--- src/rtl/dma_loop_pkg.sv ---
package dma_loop_pkg;

  localparam int STEP_W = 16;

  typedef enum logic [2:0] {
    ST_IDLE,
    ST_RD,
    ST_RSTALL,
    ST_WR,
    ST_WSTALL,
    ST_MINOR
  } eng_state_t;

  // Legal beat size codes: 0,1,2,4,5 -> 1,2,4,16,32 bytes.
  function automatic logic size_legal(input logic [2:0] code);
    return (code <= 3'd2) || (code == 3'd4) || (code == 3'd5);
  endfunction

  function automatic logic [5:0] size_bytes(input logic [2:0] code);
    return 6'd1 << code;
  endfunction

  function automatic logic [3:0] stall_len(input logic [1:0] code);
    case (code)
      2'd2:    return 4'd4;
      2'd3:    return 4'd8;
      default: return 4'd0;
    endcase
  endfunction

endpackage

--- src/rtl/dma_addr_step.sv ---
module dma_addr_step #(
  parameter int AW     = 32,
  parameter int STEP_W = 16
) (
  input  logic [AW-1:0]     addr,
  input  logic [STEP_W-1:0] step,
  input  logic [4:0]        wrap,
  output logic [AW-1:0]     next
);
  localparam logic [AW-1:0] ONE = {{(AW-1){1'b0}}, 1'b1};

  logic [AW-1:0] sum;
  logic [AW-1:0] ring;

  always_comb begin
    sum  = addr + {{(AW-STEP_W){step[STEP_W-1]}}, step};
    ring = (wrap == 5'd0) ? '1 : ((ONE << wrap) - ONE);
    next = (addr & ~ring) | (sum & ring);
  end
endmodule

--- src/rtl/dma_throttle.sv ---
module dma_throttle
  import dma_loop_pkg::*;
#(
  parameter int CW = 4
) (
  input  logic       clk,
  input  logic       rst_n,
  input  logic       arm,
  input  logic [1:0] code,
  output logic       needed,
  output logic       last
);
  logic [CW-1:0] cnt;

  assign needed = (stall_len(code) != 4'd0);
  assign last   = (cnt == {{(CW-1){1'b0}}, 1'b1});

  always_ff @(posedge clk or negedge rst_n) begin
    if (!rst_n)           cnt <= '0;
    else if (arm)         cnt <= CW'(stall_len(code));
    else if (cnt != '0)   cnt <= cnt - 1'b1;
  end

  p_stall_max_r11: assert property (@(posedge clk) disable iff (!rst_n)
    cnt <= CW'(8));
endmodule

--- src/rtl/dma_iter_ctrl.sv ---
module dma_iter_ctrl #(
  parameter int IT_W = 16
) (
  input  logic            clk,
  input  logic            rst_n,
  input  logic            load,
  input  logic [IT_W-1:0] load_val,
  input  logic            step,
  input  logic            half_en,
  input  logic            end_en,
  output logic [IT_W-1:0] cur,
  output logic            final_pass,
  output logic            half_pulse,
  output logic            end_pulse
);
  logic [IT_W-1:0] start;
  logic            loaded;
  logic [IT_W-1:0] dec;

  assign final_pass = (cur == {{(IT_W-1){1'b0}}, 1'b1});
  assign dec        = cur - 1'b1;

  always_ff @(posedge clk or negedge rst_n) begin
    if (!rst_n) begin
      cur        <= '0;
      start      <= '0;
      loaded     <= 1'b0;
      half_pulse <= 1'b0;
      end_pulse  <= 1'b0;
    end else begin
      half_pulse <= 1'b0;
      end_pulse  <= 1'b0;
      if (load) begin
        cur    <= load_val;
        start  <= load_val;
        loaded <= 1'b1;
      end else if (step) begin
        if (final_pass) begin
          cur       <= start;
          end_pulse <= end_en;
        end else begin
          cur        <= dec;
          half_pulse <= half_en && (dec == (start >> 1));
        end
      end
    end
  end

  p_iter_range_r8: assert property (@(posedge clk) disable iff (!rst_n)
    loaded |-> (cur != '0) && (cur <= start));
  p_half_nonzero_r9: assert property (@(posedge clk) disable iff (!rst_n)
    half_pulse |-> (cur != '0) && !final_pass || (cur == (start >> 1)));
endmodule

--- src/rtl/dma_loop_engine.sv ---
module dma_loop_engine
  import dma_loop_pkg::*;
#(
  parameter int AW   = 32,
  parameter int DW   = 256,
  parameter int NB_W = 16,
  parameter int IT_W = 16,
  parameter int CH_W = 5
) (
  input  logic             clk,
  input  logic             rst_n,
  input  logic             cfg_load,
  input  logic [AW-1:0]    cfg_src,
  input  logic [15:0]      cfg_src_step,
  input  logic [2:0]       cfg_src_size,
  input  logic [4:0]       cfg_src_wrap,
  input  logic [AW-1:0]    cfg_dst,
  input  logic [15:0]      cfg_dst_step,
  input  logic [2:0]       cfg_dst_size,
  input  logic [4:0]       cfg_dst_wrap,
  input  logic [NB_W-1:0]  cfg_loop_bytes,
  input  logic [IT_W-1:0]  cfg_iters,
  input  logic [AW-1:0]    cfg_loop_adj,
  input  logic             cfg_src_loop_adj_en,
  input  logic             cfg_dst_loop_adj_en,
  input  logic [AW-1:0]    cfg_src_end_adj,
  input  logic [AW-1:0]    cfg_dst_end_adj,
  input  logic             cfg_half_irq_en,
  input  logic             cfg_end_irq_en,
  input  logic             cfg_auto_stop,
  input  logic             cfg_loop_link_en,
  input  logic [CH_W-1:0]  cfg_loop_link_ch,
  input  logic             cfg_end_link_en,
  input  logic [CH_W-1:0]  cfg_end_link_ch,
  input  logic [1:0]       cfg_throttle,
  input  logic             trig_enable_set,
  input  logic             trig_hw,
  input  logic             trig_sw,
  output logic             rd_valid,
  input  logic             rd_ready,
  output logic [AW-1:0]    rd_addr,
  output logic [2:0]       rd_size,
  input  logic [DW-1:0]    rd_data,
  output logic             wr_valid,
  input  logic             wr_ready,
  output logic [AW-1:0]    wr_addr,
  output logic [2:0]       wr_size,
  output logic [DW-1:0]    wr_data,
  output logic             busy,
  output logic             done,
  output logic             irq_half,
  output logic             irq_end,
  output logic             link_valid,
  output logic [CH_W-1:0]  link_ch,
  output logic             trig_enable,
  output logic [NB_W-1:0]  bytes_left,
  output logic [IT_W-1:0]  iter_left
);
  localparam int PADB  = NB_W - 6;
  localparam int NPORT = 2;

  eng_state_t       state;
  logic [AW-1:0]    r_src, r_dst, r_loop_adj, r_src_end, r_dst_end;
  logic [15:0]      r_soff, r_doff;
  logic [2:0]       r_ssz, r_dsz;
  logic [4:0]       r_smod, r_dmod;
  logic [NB_W-1:0]  r_nbytes, r_bcnt;
  logic             r_sadj, r_dadj, r_auto, r_mlink, r_xlink, r_ok;
  logic [CH_W-1:0]  r_mch, r_xch;
  logic [1:0]       r_bwc;
  logic [DW-1:0]    r_buf;

  logic             load_ok, go, rd_acc, wr_acc;
  logic             thr_needed, thr_last, it_final;
  logic [NB_W-1:0]  sb;

  logic [AW-1:0]    st_cur [NPORT];
  logic [15:0]      st_off [NPORT];
  logic [4:0]       st_mod [NPORT];
  logic [AW-1:0]    st_nxt [NPORT];

  assign st_cur[0] = r_src;  assign st_off[0] = r_soff; assign st_mod[0] = r_smod;
  assign st_cur[1] = r_dst;  assign st_off[1] = r_doff; assign st_mod[1] = r_dmod;

  for (genvar g = 0; g < NPORT; g++) begin : g_step
    dma_addr_step #(.AW(AW), .STEP_W(STEP_W)) u_step (
      .addr (st_cur[g]),
      .step (st_off[g]),
      .wrap (st_mod[g]),
      .next (st_nxt[g])
    );
  end

  assign load_ok = cfg_load && (state == ST_IDLE) && size_legal(cfg_src_size) &&
                   size_legal(cfg_dst_size) && (cfg_iters != '0);
  assign go      = (state == ST_IDLE) && !cfg_load && r_ok &&
                   (trig_sw || (trig_hw && trig_enable));
  assign rd_acc  = rd_valid && rd_ready;
  assign wr_acc  = wr_valid && wr_ready;
  assign sb      = {{PADB{1'b0}}, size_bytes(r_ssz)};

  dma_throttle #(.CW(4)) u_thr (
    .clk    (clk),
    .rst_n  (rst_n),
    .arm    (rd_acc || wr_acc),
    .code   (r_bwc),
    .needed (thr_needed),
    .last   (thr_last)
  );

  dma_iter_ctrl #(.IT_W(IT_W)) u_iter (
    .clk        (clk),
    .rst_n      (rst_n),
    .load       (load_ok),
    .load_val   (cfg_iters),
    .step       (state == ST_MINOR),
    .half_en    (cfg_half_en_q),
    .end_en     (cfg_end_en_q),
    .cur        (iter_left),
    .final_pass (it_final),
    .half_pulse (irq_half),
    .end_pulse  (irq_end)
  );

  logic cfg_half_en_q, cfg_end_en_q;

  assign rd_valid   = (state == ST_RD);
  assign wr_valid   = (state == ST_WR);
  assign rd_addr    = r_src;
  assign wr_addr    = r_dst;
  assign rd_size    = r_ssz;
  assign wr_size    = r_dsz;
  assign wr_data    = r_buf;
  assign busy       = (state != ST_IDLE);
  assign bytes_left = r_bcnt;

  always_ff @(posedge clk or negedge rst_n) begin
    if (!rst_n) begin
      state <= ST_IDLE;
      r_src <= '0; r_dst <= '0; r_loop_adj <= '0; r_src_end <= '0; r_dst_end <= '0;
      r_soff <= '0; r_doff <= '0; r_ssz <= '0; r_dsz <= '0; r_smod <= '0; r_dmod <= '0;
      r_nbytes <= '0; r_bcnt <= '0;
      r_sadj <= 1'b0; r_dadj <= 1'b0; r_auto <= 1'b0; r_mlink <= 1'b0; r_xlink <= 1'b0;
      r_ok <= 1'b0; r_mch <= '0; r_xch <= '0; r_bwc <= '0; r_buf <= '0;
      cfg_half_en_q <= 1'b0; cfg_end_en_q <= 1'b0;
      done <= 1'b0; trig_enable <= 1'b0; link_valid <= 1'b0; link_ch <= '0;
    end else begin
      link_valid <= 1'b0;
      if (trig_enable_set) trig_enable <= 1'b1;
      case (state)
        ST_IDLE: begin
          if (load_ok) begin
            r_src <= cfg_src;           r_dst <= cfg_dst;
            r_soff <= cfg_src_step;     r_doff <= cfg_dst_step;
            r_ssz <= cfg_src_size;      r_dsz <= cfg_dst_size;
            r_smod <= cfg_src_wrap;     r_dmod <= cfg_dst_wrap;
            r_nbytes <= cfg_loop_bytes; r_bcnt <= cfg_loop_bytes;
            r_loop_adj <= cfg_loop_adj;
            r_sadj <= cfg_src_loop_adj_en; r_dadj <= cfg_dst_loop_adj_en;
            r_src_end <= cfg_src_end_adj;  r_dst_end <= cfg_dst_end_adj;
            cfg_half_en_q <= cfg_half_irq_en; cfg_end_en_q <= cfg_end_irq_en;
            r_auto <= cfg_auto_stop;
            r_mlink <= cfg_loop_link_en; r_mch <= cfg_loop_link_ch;
            r_xlink <= cfg_end_link_en;  r_xch <= cfg_end_link_ch;
            r_bwc <= cfg_throttle;
            r_ok <= 1'b1;
            done <= 1'b0;
          end else if (go) begin
            state <= ST_RD;
            done  <= 1'b0;
          end
        end
        ST_RD: begin
          if (rd_ready) begin
            r_buf  <= rd_data;
            r_src  <= st_nxt[0];
            r_bcnt <= (r_bcnt <= sb) ? '0 : r_bcnt - sb;
            state  <= thr_needed ? ST_RSTALL : ST_WR;
          end
        end
        ST_RSTALL: begin
          if (thr_last) state <= ST_WR;
        end
        ST_WR: begin
          if (wr_ready) begin
            r_dst <= st_nxt[1];
            if (thr_needed)          state <= ST_WSTALL;
            else if (r_bcnt == '0)   state <= ST_MINOR;
            else                     state <= ST_RD;
          end
        end
        ST_WSTALL: begin
          if (thr_last) state <= (r_bcnt == '0) ? ST_MINOR : ST_RD;
        end
        ST_MINOR: begin
          r_bcnt <= r_nbytes;
          state  <= ST_IDLE;
          if (it_final) begin
            r_src <= r_src + r_src_end;
            r_dst <= r_dst + r_dst_end;
            done  <= 1'b1;
            if (r_auto) trig_enable <= 1'b0;
            if (r_xlink) begin
              link_valid <= 1'b1;
              link_ch    <= r_xch;
            end
          end else begin
            if (r_sadj) r_src <= r_src + r_loop_adj;
            if (r_dadj) r_dst <= r_dst + r_loop_adj;
            if (r_mlink) begin
              link_valid <= 1'b1;
              link_ch    <= r_mch;
            end
          end
        end
        default: state <= ST_IDLE;
      endcase
    end
  end

  p_rd_hold_r3: assert property (@(posedge clk) disable iff (!rst_n)
    (rd_valid && !rd_ready) |=> rd_valid && $stable(rd_addr));
  p_wr_hold_r3: assert property (@(posedge clk) disable iff (!rst_n)
    (wr_valid && !wr_ready) |=> wr_valid && $stable(wr_addr) && $stable(wr_data));
  p_one_side_r3: assert property (@(posedge clk) disable iff (!rst_n)
    !(rd_valid && wr_valid));
  p_wrap_hold_r5: assert property (@(posedge clk) disable iff (!rst_n)
    (rd_acc && (r_smod != 5'd0)) |=> (((r_src ^ $past(r_src)) >> r_smod) == '0));
  p_idle_bytes_r6: assert property (@(posedge clk) disable iff (!rst_n)
    (state == ST_IDLE) |-> (bytes_left == r_nbytes));
  p_end_done_r8: assert property (@(posedge clk) disable iff (!rst_n)
    irq_end |-> done);
  p_link_origin_r10: assert property (@(posedge clk) disable iff (!rst_n)
    link_valid |-> $past(state == ST_MINOR));
  p_gap_r11: assert property (@(posedge clk) disable iff (!rst_n)
    (rd_acc && (r_bwc == 2'd3)) |=> !wr_valid);
endmodule

--- config.mk ---
export PLATFORM = sky130hd
export DESIGN_NAME = dma_loop_engine
export DESIGN_NICKNAME = d
export VERILOG_FILES = /design/src/rtl/dma_loop_pkg.sv /design/src/rtl/dma_addr_step.sv /design/src/rtl/dma_throttle.sv /design/src/rtl/dma_iter_ctrl.sv /design/src/rtl/dma_loop_engine.sv
export SDC_FILE = /design/constraint.sdc
export NUM_CORES = 1
export LEC_CHECK = 0
export BUFFER_PORTS_ARGS = -buffer_cell sky130_fd_sc_hd__buf_2
export CAP_MARGIN = 0
export CORE_AREA = 5 5 346 348
export CTS_CLUSTER_SIZE = 24
export DETAILED_ROUTE_END_ITERATION = 8
export DIE_AREA = 0 0 351 353
export GPL_TIMING_DRIVEN = 0
export PLACE_DENSITY = 0.54
export SLEW_MARGIN = 20
export SYNTH_ARGS = -nofsm -noshare
export SYNTH_HDL_FRONTEND = slang
export SYNTH_SLANG_ARGS = --single-unit
--- constraint.sdc ---
create_clock -name clk -period 5.3 [get_ports clk]
set_clock_uncertainty 0.1 [all_clocks]
set_input_delay 0.265 -clock clk [delete_from_list [all_inputs] [get_ports clk]]
set_output_delay 0.265 -clock clk [all_outputs]
set_load 0.005 [all_outputs]
==> flow_summary.json <==
{
  "area_growth_pct": 46.71,
  "synth.distinct_cells": 87,
  "io_pins": 894,
  "wl_met3_um": 12560,
  "worstPathArrival_ns": 5.61,
  "synth-edff-count": 0,
  "gr-total-overflow": 0,
  "start_util_pct": 27.56,
  "grt_pass1_vias": 34500,
  "fin_area_um2": 46860,
  "seq_area_um2": 14140,
  "insertion_delay_ns": 0.65,
  "synth_ff_type": "dfrtp_1",
  "synth_area_per_cell_um2": 8.850,
  "outcome": "completed",
  "power.leakage_nw": 23.04,
  "cpPeakStageDelay_ns": 0.54,
  "worst_pin_slew_ns": 1.124,
  "min_path_type": "in2async",
  "preCtsSetupSlack_ns": -1.380,
  "ys.warnings.count": 0,
  "critical_path_class": "reg2reg",
  "cts_sinks": 565,
  "wl_per_cell_um": 26.10,
  "setup_violations": 0,
  "syn-instance-count": 3609,
  "hold_viol": 0,
  "critPathBufInv": 4,
  "final_antenna_net_count": 0,
  "fp.dieH_um": 353,
  "fillers": 11680,
  "routed-wl-met2_um": 85330,
  "ys_seq_area_share_pct": 44.27,
  "cpMaxStageDelayCell": "or4_4",
  "power.density_nw_per_um2": 656.4,
  "relSlewSlack_pct": 25.05,
  "fin_crit_sh_pct": 98.08,
  "final_core_util_pct": 40.43,
  "nNetsFinal": 5800,
  "ctsHtreeMaxLevel": 3,
  "max_freq_ghz": 0.1924,
  "slew_violations": 0,
  "synth-seq-cells": 565,
  "multiInputGateArea_um2": 17170,
  "cp_max_fo": 8,
  "drt_iter0_markers": 2580,
  "layout_common_cells": "1,088 x nand2_1, 902 x buf_2, 563 x dfrtp_1, 518 x dlygate4sd3_1, 208 x o21ai_0",
  "tns_ns": 0,
  "wl_met1_um": 65110,
  "end_kind": "flop",
  "p_total_mw": 30.76,
  "crit_path_frequent_cell": "nand2_1",
  "layoutNonFillerInstCount": 6737,
  "final_common_cell": "nand2_1",
  "root_buffer": "clkbuf_16",
  "maxCapViolations": 0,
  "wirelength_um": 175800,
  "finalHoldWorstSlack_ns": 0.06255,
  "clk_path_buf_depth": 3,
  "vias": 34080,
  "post_dp_cell_area_um2": 38520,
  "hpwl_um": 139400,
  "drive_gt1_share_pct": 25.86,
  "cp_top_family": "simple AND/OR/NAND/NOR gates",
  "ir_drop_mv": 0.3114,
  "track_usage_pct": 27.26,
  "grt_pass1_wl_um": 246200,
  "dr.pass1.iters": 6,
  "drc_errors": 0,
  "highest_layer": "met5",
  "cp.required_ns": 5.71,
  "crit_chain": "or4_4 -> nor4_4 -> and2b_2 -> and3_4 -> buf_8 -> clkbuf_16 -> buf_12 -> nand2_1 -> nand2_1 -> ha_1 -> nor2b_2 -> o21ai_2 -> a211oi_2 -> o41a_1 -> o211ai_1 -> a21oi_2 -> buf_4 -> nor4b_1 -> nor4_1 -> a21oi_1",
  "clkSlewWorstSetupHoldPaths_ns": 0.06,
  "die_area_um2": 123900,
  "fin_ws_ns": 0.1020,
  "netlist_area_um2": 31940,
  "grt_max_degree": 93,
  "async_flop_share_pct": 100.0,
  "cts_buffers": 72,
  "fin_crit_ns": 5.198,
  "rows": 125,
  "cts_tree": "built",
  "grt_antenna_before_repair": 54,
  "port_buffers": 893,
  "gp_congestion": 0.9752,
  "synth_nets": 4287,
  "core_um2": 115900,
  "startpoint_type": "flop",
  "viasPerCell": 5.058,
  "die_w_um": 351,
  "place_inst": 6033
}
## final timing paths
check	end	start	slack (ns)	cells after the start
setup / recovery	rd_addr[30]	u_iter.cur[2]	0.10	20
hold / removal	wr_data[3]	rst_n	0.06	2
setup reg to reg	rd_addr[30]	u_iter.cur[2]	0.10	20
hold reg to reg	trig_enable	r_auto	0.36	1
max in group asynchronous	rd_addr[9]	rst_n	3.16	6
min in group clk	rd_addr[23]	cfg_src[23]	0.10	4
## per-layer routing
metal  vias to the layer above  track usage, %
met5                         -               0
met4                        16           16.06
met3                       374           5.992
met2                      1428           47.03
met1                     16610           30.85
li1                      15650               -
## synth_stat cells, drive strengths merged (16+ instances only)
| master | count | share of area [%] |
|---|---|---|
| o21ai | 218 | 3.5 |
| nand2b | 22 | 0.43 |
| nand3 | 38 | 0.61 |
| nand2 | 1094 | 13 |
| mux2 | 198 | 7.0 |
| o22ai | 17 | 0.33 |
| a21o | 64 | 1.5 |
| a22oi | 21 | 0.49 |
| nor3 | 59 | 0.92 |
| a21oi | 188 | 2.9 |
| ha | 150 | 5.9 |
| buf | 16 | 0.24 |
| o21bai | 23 | 0.54 |
| clkbuf | 169 | 2.0 |
| nand4 | 27 | 0.53 |
| dfrtp | 565 | 44 |
| nor2 | 165 | 1.9 |
| a221oi | 28 | 0.83 |
| or3 | 19 | 0.37 |
| mux2i | 21 | 0.66 |
| a211oi | 20 | 0.49 |
| and3 | 39 | 0.78 |
| xor2 | 62 | 1.7 |
| o21a | 21 | 0.49 |
| inv | 45 | 0.53 |
| xnor2 | 72 | 2.0 |
| a31oi | 35 | 0.69 |
## area by class of cell
type	instances	area share, %
plain buffers	185	1.762
clock inverters	29	0.7530
well taps	1524	4.069
clock buffers	100	4.521
repair buffers	1439	21.50
inverters	47	0.3765
multi-input cells	2812	36.65
diodes	36	0.1923
flip-flops and latches	565	30.18
## state kept, by name (all words and copies together) (netlist names), 32 cells and up
signal / flops
wr_data: 256
r_dst_end: 32
r_loop_adj: 32
r_src_end: 32
rd_addr: 32
wr_addr: 32
## power breakdown
part           internal (mW)  switching [mW]  leakage (nW)
Combinational           6.78            10.7          14.8
Clock                   3.01            2.19          1.23
Sequential              6.36            1.70          6.97
Total                   16.2            14.6          23.0
## kinds of logic (layout without fill, tap and decap cells)
kind of cell	count (synthesis)	after routing	share of synthesized area, %
AND/OR/NAND/NOR	1546	1546	20.31
other	0	36	0
buffers and inverters	232	1800	2.774
XOR/XNOR	134	134	3.675
AO/OA/AOI/OAI	758	758	15.15
adder cells (fa/ha/maj)	155	155	6.190
flip-flops	565	565	44.27
multiplexers	219	219	7.639
## worst reg2reg max path, stage by stage, from the launching register on
cell and delay [ns]:
dfrtp_2 0.45, or4_4 0.55, nor4_4 0.30, and2b_2 0.23, and3_4 0.19, buf_8 0.13
clkbuf_16 0.18, buf_12 0.14, nand2_1 0.05, nand2_1 0.18, ha_1 0.28, nor2b_2 0.17
o21ai_2 0.17, a211oi_2 0.11, o41a_1 0.48, o211ai_1 0.51, a21oi_2 0.16, buf_4 0.18
nor4b_1 0.13, nor4_1 0.25, a21oi_1 0.10
## timing repair
action | in CTS | in global routing
buffers inserted | 4 | 15
setup endpoints to repair | 47 | 17
gates resized for setup | 38 | 69
cloned | 0 | 2
pin swaps | 5 | 25
hold endpoints to repair | 737 | 0
hold buffers | 518 | 0
(Power assumes the default switching activity.)
